[src/rtl/idx_ea_pkg.sv]
// Package: shared encodings for the effective address generator.
// Assumes: mode and class codes are fixed by the instruction decoder.
package idx_ea_pkg;

    // Addressing mode codes presented on the mode input
    typedef enum logic [2:0] {
        MODE_ABS         = 3'd0,
        MODE_HX          = 3'd1,
        MODE_HX_INC      = 3'd2,
        MODE_HX_OFF8     = 3'd3,
        MODE_HX_OFF8_INC = 3'd4,
        MODE_HX_OFF16    = 3'd5,
        MODE_SP_OFF8     = 3'd6,
        MODE_RSVD        = 3'd7
    } mode_e;

    // Instruction-class tags used for legality of post-increment modes
    typedef enum logic [1:0] {
        CLS_GEN   = 2'd0,
        CLS_MOVE  = 2'd1,
        CLS_CMPBR = 2'd2,
        CLS_OTHER = 2'd3
    } class_e;

    // Base operand chosen for the shared adder
    typedef enum logic [1:0] {
        BASE_NONE = 2'd0,
        BASE_HX   = 2'd1,
        BASE_SP   = 2'd2
    } base_e;

    // Request sequencing states
    typedef enum logic [1:0] {
        ST_IDLE = 2'd0,
        ST_HI   = 2'd1,
        ST_LO   = 2'd2,
        ST_WAIT = 2'd3
    } state_e;

endpackage

[src/rtl/idx_ea_decode.sv]
// Module: idx_ea_decode
// Purely combinational decode of a mode code and class tag into the
// request shape: legality, number of operand bytes, base register,
// offset width and whether H:X is post-incremented.
// Assumes: the result is sampled only together with start.
module idx_ea_decode
    import idx_ea_pkg::*;
(
    input  logic [2:0] mode,
    input  logic [1:0] iclass,
    output logic       legal,
    output logic [1:0] nbytes,
    output logic       inc,
    output logic       wide,
    output base_e      base
);

    // Decode table: one arm per mode code
    always_comb begin
        legal  = 1'b1;
        nbytes = 2'd0;
        inc    = 1'b0;
        wide   = 1'b0;
        base   = BASE_HX;
        case (mode)
            MODE_ABS: begin
                nbytes = 2'd2;
                wide   = 1'b1;
                base   = BASE_NONE;
            end
            MODE_HX: begin
                nbytes = 2'd0;
            end
            MODE_HX_INC: begin
                inc   = 1'b1;
                legal = (iclass == CLS_MOVE) || (iclass == CLS_CMPBR);
            end
            MODE_HX_OFF8: begin
                nbytes = 2'd1;
            end
            MODE_HX_OFF8_INC: begin
                nbytes = 2'd1;
                inc    = 1'b1;
                legal  = (iclass == CLS_CMPBR);
            end
            MODE_HX_OFF16: begin
                nbytes = 2'd2;
                wide   = 1'b1;
            end
            MODE_SP_OFF8: begin
                nbytes = 2'd1;
                base   = BASE_SP;
            end
            default: begin
                legal = 1'b0;
                base  = BASE_NONE;
            end
        endcase
    end

endmodule

[src/rtl/idx_ea_adder.sv]
// Module: idx_ea_adder
// The single address adder shared by every mode: selects a base
// (none, H:X or SP), zero-extends or concatenates the offset bytes,
// and adds modulo 2^AW.
// Assumes: AW is twice BW so two bytes form a full offset.
module idx_ea_adder
    import idx_ea_pkg::*;
#(
    parameter int AW = 16,
    parameter int BW = 8
) (
    input  base_e          base_sel,
    input  logic [AW-1:0]  hx,
    input  logic [AW-1:0]  sp,
    input  logic [BW-1:0]  hi,
    input  logic [BW-1:0]  lo,
    input  logic           wide,
    output logic [AW-1:0]  sum
);

    localparam int PADW = AW - BW;

    logic [AW-1:0] base_val;
    logic [AW-1:0] off_val;

    // Base register multiplexer
    always_comb begin
        case (base_sel)
            BASE_HX: base_val = hx;
            BASE_SP: base_val = sp;
            default: base_val = '0;
        endcase
    end

    // Offset formation: two bytes high first, or one byte zero-extended
    always_comb begin
        if (wide) off_val = AW'({hi, lo});
        else      off_val = {{PADW{1'b0}}, lo};
    end

    // Wrapping sum
    always_comb sum = base_val + off_val;

endmodule

[src/rtl/idx_ea_ctrl.sv]
// Module: idx_ea_ctrl
// Sequencer: samples a request on start, collects operand bytes,
// drives the shared adder, registers the address strobe, flags illegal
// requests and issues the gated H:X write-back after fetch_done.
// Assumes: the decode inputs belong to the mode/class presented with
// start; byte_data is meaningful only while byte_vld is high.
module idx_ea_ctrl
    import idx_ea_pkg::*;
#(
    parameter int AW = 16,
    parameter int BW = 8
) (
    input  logic          clk,
    input  logic          rst_n,
    input  logic          start,
    input  logic          dec_legal,
    input  logic [1:0]    dec_nbytes,
    input  logic          dec_inc,
    input  logic          dec_wide,
    input  base_e         dec_base,
    input  logic [AW-1:0] hx_in,
    input  logic [AW-1:0] sp_in,
    input  logic          byte_vld,
    input  logic [BW-1:0] byte_data,
    input  logic          fetch_done,
    input  logic [AW-1:0] sum,
    output base_e         op_base,
    output logic [AW-1:0] op_hx,
    output logic [AW-1:0] op_sp,
    output logic [BW-1:0] op_hi,
    output logic [BW-1:0] op_lo,
    output logic          op_wide,
    output logic [AW-1:0] ea,
    output logic          ea_vld,
    output logic          illegal,
    output logic          hx_wr,
    output logic [AW-1:0] hx_wr_data
);

    localparam logic [AW-1:0] ONE = {{(AW-1){1'b0}}, 1'b1};

    state_e        state_q, state_d;
    base_e         base_q;
    logic          wide_q;
    logic          inc_q;
    logic [AW-1:0] hx_q;
    logic [AW-1:0] sp_q;
    logic [BW-1:0] hi_q;
    logic          idle;
    logic          take;
    logic          fire_now;
    logic          fire_byte;

    // Request acceptance and address issue conditions
    always_comb begin
        idle      = (state_q == ST_IDLE);
        take      = idle && start;
        fire_now  = take && dec_legal && (dec_nbytes == 2'd0);
        fire_byte = (state_q == ST_LO) && byte_vld;
    end

    // Adder operands: live inputs for zero-byte issue, captured otherwise
    always_comb begin
        if (idle) begin
            op_base = dec_legal ? dec_base : BASE_NONE;
            op_hx   = hx_in;
            op_sp   = sp_in;
            op_hi   = '0;
            op_lo   = '0;
            op_wide = 1'b0;
        end else begin
            op_base = base_q;
            op_hx   = hx_q;
            op_sp   = sp_q;
            op_hi   = hi_q;
            op_lo   = byte_data;
            op_wide = wide_q;
        end
    end

    // Next-state selection
    always_comb begin
        state_d = state_q;
        case (state_q)
            ST_IDLE: begin
                if (start && dec_legal) begin
                    case (dec_nbytes)
                        2'd0:    state_d = dec_inc ? ST_WAIT : ST_IDLE;
                        2'd1:    state_d = ST_LO;
                        default: state_d = ST_HI;
                    endcase
                end
            end
            ST_HI:   if (byte_vld)   state_d = ST_LO;
            ST_LO:   if (byte_vld)   state_d = inc_q ? ST_WAIT : ST_IDLE;
            ST_WAIT: if (fetch_done) state_d = ST_IDLE;
            default: state_d = ST_IDLE;
        endcase
    end

    // State register
    always_ff @(posedge clk) begin
        if (!rst_n) state_q <= ST_IDLE;
        else        state_q <= state_d;
    end

    // Request capture at start
    always_ff @(posedge clk) begin
        if (!rst_n) begin
            base_q <= BASE_NONE;
            wide_q <= 1'b0;
            inc_q  <= 1'b0;
            hx_q   <= '0;
            sp_q   <= '0;
        end else if (take) begin
            base_q <= dec_base;
            wide_q <= dec_wide;
            inc_q  <= dec_inc;
            hx_q   <= hx_in;
            sp_q   <= sp_in;
        end
    end

    // High offset/address byte capture
    always_ff @(posedge clk) begin
        if (!rst_n)                         hi_q <= '0;
        else if (state_q == ST_HI && byte_vld) hi_q <= byte_data;
    end

    // Registered address and strobes
    always_ff @(posedge clk) begin
        if (!rst_n) begin
            ea      <= '0;
            ea_vld  <= 1'b0;
            illegal <= 1'b0;
        end else begin
            ea_vld  <= fire_now || fire_byte;
            illegal <= take && !dec_legal;
            if (fire_now || fire_byte) ea <= sum;
        end
    end

    // Gated H:X write-back after the operand fetch completes
    always_ff @(posedge clk) begin
        if (!rst_n) begin
            hx_wr      <= 1'b0;
            hx_wr_data <= '0;
        end else begin
            hx_wr <= (state_q == ST_WAIT) && fetch_done;
            if ((state_q == ST_WAIT) && fetch_done) hx_wr_data <= hx_q + ONE;
        end
    end

endmodule

[src/rtl/idx_ea_gen.sv]
// Module: idx_ea_gen (top)
// Effective address generator: decode, shared adder and sequencer.
// Assumes: one request at a time; the sequencer waits for ea_vld or
// illegal (and hx_wr for post-increment modes) before the next start.
module idx_ea_gen
    import idx_ea_pkg::*;
#(
    parameter int AW = 16,
    parameter int BW = 8
) (
    input  logic          clk,
    input  logic          rst_n,
    input  logic          start,
    input  logic [2:0]    mode,
    input  logic [1:0]    iclass,
    input  logic [AW-1:0] hx_in,
    input  logic [AW-1:0] sp_in,
    input  logic          byte_vld,
    input  logic [BW-1:0] byte_data,
    input  logic          fetch_done,
    output logic [AW-1:0] ea,
    output logic          ea_vld,
    output logic          illegal,
    output logic          hx_wr,
    output logic [AW-1:0] hx_wr_data
);

    logic          dec_legal;
    logic [1:0]    dec_nbytes;
    logic          dec_inc;
    logic          dec_wide;
    base_e         dec_base;
    base_e         op_base;
    logic [AW-1:0] op_hx;
    logic [AW-1:0] op_sp;
    logic [BW-1:0] op_hi;
    logic [BW-1:0] op_lo;
    logic          op_wide;
    logic [AW-1:0] sum;

    idx_ea_decode u_decode (
        .mode   (mode),
        .iclass (iclass),
        .legal  (dec_legal),
        .nbytes (dec_nbytes),
        .inc    (dec_inc),
        .wide   (dec_wide),
        .base   (dec_base)
    );

    idx_ea_adder #(.AW(AW), .BW(BW)) u_adder (
        .base_sel (op_base),
        .hx       (op_hx),
        .sp       (op_sp),
        .hi       (op_hi),
        .lo       (op_lo),
        .wide     (op_wide),
        .sum      (sum)
    );

    idx_ea_ctrl #(.AW(AW), .BW(BW)) u_ctrl (
        .clk        (clk),
        .rst_n      (rst_n),
        .start      (start),
        .dec_legal  (dec_legal),
        .dec_nbytes (dec_nbytes),
        .dec_inc    (dec_inc),
        .dec_wide   (dec_wide),
        .dec_base   (dec_base),
        .hx_in      (hx_in),
        .sp_in      (sp_in),
        .byte_vld   (byte_vld),
        .byte_data  (byte_data),
        .fetch_done (fetch_done),
        .sum        (sum),
        .op_base    (op_base),
        .op_hx      (op_hx),
        .op_sp      (op_sp),
        .op_hi      (op_hi),
        .op_lo      (op_lo),
        .op_wide    (op_wide),
        .ea         (ea),
        .ea_vld     (ea_vld),
        .illegal    (illegal),
        .hx_wr      (hx_wr),
        .hx_wr_data (hx_wr_data)
    );

endmodule

[config.mk]
export PLATFORM = sky130hd
export DESIGN_NAME = idx_ea_gen
export DESIGN_NICKNAME = d
export VERILOG_FILES = /design/src/rtl/idx_ea_pkg.sv /design/src/rtl/idx_ea_decode.sv /design/src/rtl/idx_ea_adder.sv /design/src/rtl/idx_ea_ctrl.sv /design/src/rtl/idx_ea_gen.sv
export SDC_FILE = /design/constraint.sdc
export NUM_CORES = 1
export LEC_CHECK = 0
export ABC_AREA = 1
export BUFFER_PORTS_ARGS = -buffer_cell sky130_fd_sc_hd__clkbuf_2
export CAP_MARGIN = 20
export CORE_ASPECT_RATIO = 0.6
export CORE_MARGIN = 1
export CORE_UTILIZATION = 57
export CTS_BUF_LIST = sky130_fd_sc_hd__clkbuf_8 sky130_fd_sc_hd__clkbuf_16
export DETAILED_ROUTE_END_ITERATION = 7
export HOLD_SLACK_MARGIN = 0.1
export PLACE_DENSITY = 0.81
export SYNTH_ARGS = -nofsm -noshare
export SYNTH_HDL_FRONTEND = slang
export SYNTH_SLANG_ARGS = --single-unit
[constraint.sdc]
create_clock -name clk -period 4.07 [get_ports clk]
set_input_delay 0.814 -clock clk [delete_from_list [all_inputs] [get_ports clk]]
set_output_delay 0.814 -clock clk [all_outputs]
set_load 0.01 [all_outputs]
==> summary.txt, run 1 <==
First-pass GRT wire length: 22.09 mm
Area of the mapped netlist: 0.004815 mm²
Pin count of the biggest net entering global routing: 53
Class of the worst hold path: reg -> reg
Leakage power total: 2.751 nW
Fmax achieved: 0.2703 GHz
Area grow syn2layout: 16.50%
Detailed-route wire length per cell: 15.46 µm
Core area: 0.008039 mm²
Tmin final: 3.700 ns
Postcts setup bufs: 0
Setup TNS: 0 ns
Synth cell types: 36
CTS tree: done
DRT Pass-1 Iters: 5
Syn_nets: 791
Worst Hold End: u_ctrl.hx_wr_data[2]$_SDFFE_PN0P_
Crit path DAT: 3.94 ns
Global Route Usage Sum: 32.97%
Hold depth: 2
Post-detail-place hpwl: 10.54 mm
Vias in the first global route: 4,341
DP Cell Count: 889
Worst r2r dst: u_ctrl.ea[13]$_SDFFE_PN0P_
Die Ht: 73.19 µm
Die area: 0.008830 mm²
Clock skew: 0.006067 ns
Worst slack at placement: 0.09630 ns
Final design utilization: 69.77%
Max Slew Vio Count: 0
Final nets: 862
Hold path start: u_ctrl.hx_wr_data[2]$_SDFFE_PN0P_
Vias: 4,998
Non-Filler Instances: 905
Row count: 25
Worst slew pin tran: 1.025 ns
PwrDens: 413.6 mW/mm²
Top cells by count, synth: nand2_1 (131), inv_1 (111), dfxtp_1 (81), o21ai_0 (81), a21oi_1 (67)
Die width: 120.7 µm
Setup crit end kind: flip-flop
Initial antenna violation count: 0
Max VDD drop: 0.2306 mV
Post-route ant nets: 0
Clock Tree Buf Depth: 2
Crit path largest cell delay: 0.54 ns
Clock tree sinks: 81
Crit path required time: 4.31 ns
Worst Reg-to-Reg Cells: 16
Clock Latency Late Sink: 0.34 ns
Synth top area share: 33.68%
Final setup viols: 0
Maxcap violations: 0
Synth Instances: 721
Initial core utilization: 59.89%
R2r startpoint: u_ctrl.state_q[1]$_SDFFE_PN0P_
Final Hold Viols: 0
Post-CTS Hold Buffers: 0
Root Buffer Master: clkbuf_16
Register area share after synthesis: 33.68%
Synth area leader: dfxtp_1
Initial DRC count: 431
# IOs: 85
CP Cell Sequence: clkbuf_2 > inv_1 > nand2_1 > nor2_1 > nand2_1 > nand3_2 > nand2_1 > nand2_1 > inv_1 > ha_1 > inv_1 > o21a_1 > ha_1 > or2_2 > nand2_1 > o21bai_1 > nand2_1 > nand3_1 > nand2_1 > nor2_1 > nor2_1
Routability cong.: 1.018
Total wire length: 14.00 mm
Hold slack: 0.4763 ns
Port buffer count: 84
Vias per inst: 5.523
Fin crit share: 90.90%
Cell with the most instances after synthesis: nand2_1
FF-to-FF setup slack: 0.48 ns
Clock buffer count from CTS: 9
Slew Limit Headroom: 31.29%
# diodes: 0
Post-synth ARST share: 0%
H-tree depth: 3
Fraction of layout cells with a size suffix above 1: 14.68%
Synth Flop Type: dfxtp_1
Slack of the critical path: 0.3704 ns
Crit-path slowest cell: ha_1
Crit-path max FO: 13
Top cells by area, synth: dfxtp_1 (34%), nand2_1 (10%), inv_1 (8.7%)
Global route overflow: 0
Post_cts resized: 0
Reg clk slew, reported paths: 0.06 ns
RSZ-0062 raised after global routing: no
Status: complete, no violations
Number of synthesized register bits: 81
CP startpoint kind: primary input
DRC violation count after routing: 0
Number of synthesized flops with an enable pin: 0
Setup CP Type: in -> reg
Most frequent CP cell: nand2_1
Avg Cell Area, Syn: 6.678 µm²
Yosys warning count: 0
-- worst max-delay path, delay by kind of cell --
kind	cells	cell delay [ns]
buffers and inverters	4	0.39
AOI/OAI and AO/OA	2	0.44
adders and majority gates	2	0.87
and+or+nand+nor	13	1.44
-- logic make-up (layout without fill, tap and decap cells) --
group | count (synthesis) | after routing | synth area share (%)
compound gates | 200 | 200 | 23.26
xor+xnor | 13 | 13 | 2.365
fa+ha+maj | 20 | 20 | 5.353
buf+inv | 143 | 219 | 11.82
flops | 81 | 81 | 33.68
simple gates | 264 | 264 | 23.52
-- how the worst max path moves through the flow --
stage,end,from
finish,u_ctrl.ea[13]$_SDFFE_PN0P_,mode[2]
global route,u_ctrl.ea[9]$_SDFFE_PN0P_,mode[2]
CTS,u_ctrl.ea[9]$_SDFFE_PN0P_,mode[2]
detailed placement,u_ctrl.ea[13]$_SDFFE_PN0P_,mode[2]
global placement,u_ctrl.ea[14]$_SDFFE_PN0P_,iclass[0]
floorplan,u_ctrl.ea[14]$_SDFFE_PN0P_,iclass[0]
-- final cells by class --
| cell class | instances | area, µm² |
|---|---|---|
| Clock buffer | 11 | 252.7 |
| Clock inverter | 5 | 78.83 |
| Fill cell | 685 | 2430 |
| Inverter | 111 | 416.7 |
| Multi-Input combinational cell | 497 | 2624 |
| Sequential cell | 81 | 1622 |
| Tap cell | 108 | 135.1 |
| Timing Repair Buffer | 92 | 480.5 |
-- layout by cell type, fill, tap and decap left out, drive strengths merged --
cell,netlist,layout
nor2,61,61
ha,19,19
nand3,50,50
nand3b,3,3
xnor2,5,5
xor2,8,8
inv,111,112
o211ai,24,24
fa,1,1
clkinvlp,0,2
and2,1,1
or2,2,2
a211oi,2,2
nand2,133,133
clkbuf,20,95
o21a,14,14
a21oi,68,68
a32oi,1,1
nand4,4,4
buf,12,8
o21ai,86,86
bufinv,0,2
nor3,10,10
o21bai,4,4
dfxtp,81,81
a31oi,1,1
-- metrics by stage --
step	cell area, µm²	power [mW]
after floorplan	4815	1.254
after global placement	5278	1.401
after detailed placement	5278	1.413
after CTS	5609	2.314
after global routing	5609	2.417
final	5609	2.320
-- where the power goes --
part,leakage (nW),switching (mW),internal [mW]
Combinational,1.93,0.339,0.176
Clock,0.159,0.338,0.569
Sequential,0.663,0.0443,0.854
Total,2.75,0.721,1.60
-- per-layer routing --
metal  track usage, %  wire [µm]
met1            48.81       6989
met2            43.55       5202
met3            11.80       1599
met4            9.877        204
met5                0          0
-- flip-flops by register name (all words and copies together), names as in the netlist --
register           count
u_ctrl.base_q          2
u_ctrl.ea             16
u_ctrl.illegal         1
u_ctrl.hx_wr           1
u_ctrl.inc_q           1
u_ctrl.state_q         2
u_ctrl.hx_q           16
u_ctrl.hi_q            8
u_ctrl.sp_q           16
u_ctrl.ea_vld          1
u_ctrl.wide_q          1
u_ctrl.hx_wr_data     16
Power figures use the tool's default switching activity.
==> run 2, diff against run 1 <==
- BUFFER_PORTS_ARGS: -buffer_cell sky130_fd_sc_hd__clkbuf_2 -> not set
- CORE_MARGIN: 1 -> 1.5
- CORE_UTILIZATION: 57 -> 64
- DONT_BUFFER_PORTS: not set -> 1
- MAX_ROUTING_LAYER: not set -> met4
- PLACE_DENSITY: 0.81 -> 0.8
==> run 2 against run 1 <==
Against the previous run:
- register-to-register slack got worse by 0.10 ns
- clock power decreased by 0.9%
- clock skew increased by 0.0015 ns
- routed wire length decreased by 0.35%
- sequential power increased by 2%
- global-route usage increased by 3.1 points
- worst hold slack improved by 0.010 ns
- critical endpoint is now u_ctrl.ea[14]$_SDFFE_PN0P_
- largest power group is now sequential cells
==> summary.txt, run 2 (synthesized netlist as in run 1, its figures left out) <==
Port buffer count: 0
Class of the worst hold path: reg -> reg
Clock buffer count from CTS: 9
Tmin final: 3.819 ns
R2r startpoint: u_ctrl.state_q[1]$_SDFFE_PN0P_
Seq pwr share: 40.3%
Final design utilization: 71.23%
Final Hold Viols: 0
Crit path DAT: 4.06 ns
Global Route Usage Sum: 36.10%
DRT Pass-1 Iters: 6
Hold slack: 0.4867 ns
Max VDD drop: 0.3279 mV
Final nets: 777
Root Buffer Master: clkbuf_16
Clock Tree Buf Depth: 2
CP startpoint: iclass[0]
Vias in the first global route: 4,068
Post_cts resized: 0
Final setup viols: 0
Leakage power total: 2.379 nW
Crit path required time: 4.31 ns
Area after DPL: 0.004845 mm²
Clock tree sinks: 81
Slack of the critical path: 0.2506 ns
Total wire length: 13.95 mm
Design Area, Final: 0.005176 mm²
Initial DRC count: 567
Postcts setup bufs: 0
Worst Reg-to-Reg Cells: 21
Comb pwr share: 20.0%
Clock Latency Late Sink: 0.34 ns
Critical path endpoint: u_ctrl.ea[14]$_SDFFE_PN0P_
Most frequent cells in the layout: nand2_1 (131), inv_1 (111), o21ai_0 (81), dfxtp_1 (81), a21oi_1 (67)
Footprint of the multi-input gates: 0.002626 mm²
Clk pwr share: 39.7%
Setup crit end kind: flip-flop
Maxcap violations: 0
Worst slack at placement: -0.1736 ns
RSZ-0062 raised after global routing: no
Die width: 115.0 µm
Storage cell area: 0.001622 mm²
CTS tree: done
Post-detail-place hpwl: 10.48 mm
Int Pwr: 1.562 mW
FF-to-FF setup slack: 0.38 ns
Initial core utilization: 66.25%
Vias per inst: 5.826
Initial antenna violation count: 0
First-pass GRT wire length: 21.50 mm
Pin count of the biggest net entering global routing: 78
Area grow syn2layout: 7.510%
Reg clk slew, reported paths: 0.06 ns
Die Ht: 70.19 µm
Core area: 0.007267 mm²
Row count: 24
Detailed-route wire length per cell: 17.09 µm
CP startpoint kind: primary input
Routability cong.: 1.055
Post-CTS Hold Buffers: 0
Status: complete, no violations
Global route overflow: 0
Vias: 4,754
DRC violation count after routing: 0
Most common cell after layout, fill and taps aside: nand2_1
H-tree depth: 3
Die area: 0.008070 mm²
Setup CP Type: in -> reg
Net switching power figure: 701.7 µW
Worst slew pin tran: 0.9954 ns
Fill count: 638
Hold depth: 2
# diodes: 0
Clock skew: 0.007579 ns
Switching Share: 30.99%
Fmax achieved: 0.2618 GHz
Fin crit share: 93.84%
Fraction of layout cells with a size suffix above 1: 4.775%
Crit-path max FO: 12
PwrDens: 437.4 mW/mm²
Worst r2r dst: u_ctrl.ea[14]$_SDFFE_PN0P_
Slew Limit Headroom: 33.57%
# IOs: 85
Max Slew Vio Count: 0
Post-route ant nets: 0
[run 2: cell types whose count changed in the layout (fill, tap and decap cells not counted)]
cell / change
clkinv_4: +1
clkbuf_8: -1
ha_2: +1
clkinv_2: +1
clkbuf_2: -84
buf_4: -1
clkinvlp_4: -1
ha_1: -1
inv_1: -1
inv_6: +1
[run 2: final cells by class]
class | instances | area share [%]
clock buffer | 10 | 4.617
clock inverter | 6 | 1.740
inverter | 111 | 8.049
multi-input combinational | 497 | 50.74
sequential | 81 | 31.33
tap | 104 | 2.514
timing repair buffer | 7 | 1.015
[run 2: per-layer routing]
metal	vias up	GRT usage, %	part of all wire (%)
li1	2346	-	-
met1	2119	54.62	48
met2	265	47.42	39
met3	24	11.11	12
met4	0	5.350	1.1
met5	-	-	0
[run 2: how the worst min path moves through the flow]
stage | startpoint | slack (ns) | endpoint
floorplan | u_ctrl.sp_q[2]$_SDFFE_PN0P_ | 0.45 | u_ctrl.sp_q[2]$_SDFFE_PN0P_
global placement | u_ctrl.sp_q[4]$_SDFFE_PN0P_ | 0.46 | u_ctrl.sp_q[4]$_SDFFE_PN0P_
detailed placement | u_ctrl.sp_q[4]$_SDFFE_PN0P_ | 0.47 | u_ctrl.sp_q[4]$_SDFFE_PN0P_
CTS | u_ctrl.sp_q[4]$_SDFFE_PN0P_ | 0.49 | u_ctrl.sp_q[4]$_SDFFE_PN0P_
global route | u_ctrl.sp_q[4]$_SDFFE_PN0P_ | 0.51 | u_ctrl.sp_q[4]$_SDFFE_PN0P_
finish | u_ctrl.sp_q[4]$_SDFFE_PN0P_ | 0.49 | u_ctrl.sp_q[4]$_SDFFE_PN0P_
[run 2: critical path: stages]
cell and delay (ns):
inv_1 0.02, ha_1 0.17, o21ai_0 0.20, nand3_2 0.14, nand2_1 0.11, nand2_1 0.07, inv_1 0.08, ha_2 0.35
o21a_1 0.16, o21ai_0 0.08, a21oi_1 0.30, inv_1 0.11, fa_1 0.43, o21ai_0 0.24, buf_4 0.17, nand2_1 0.07
nand2_1 0.13, nand2_1 0.10, nand3_1 0.09, nand3_1 0.10, nand2_1 0.08, inv_1 0.03
[run 2: through the flow]
stage               setup TNS, ns  power [mW]  cells
floorplan                       0       1.254    721
global placement         -0.04217       1.353    800
detailed placement        -0.4293       1.361    800
CTS                             0       2.248    816
global route                    0       2.355    816
finish                          0       2.264    816
[run 2: power by group through the flow]
stage | logic (mW) | registers, mW | clock network, mW
final | 0.452 | 0.913 | 0.899
after global routing | 0.497 | 0.920 | 0.938
after CTS | 0.438 | 0.912 | 0.898
after detailed placement | 0.433 | 0.928 | 0
after global placement | 0.427 | 0.926 | 0
after floorplan | 0.342 | 0.912 | 0
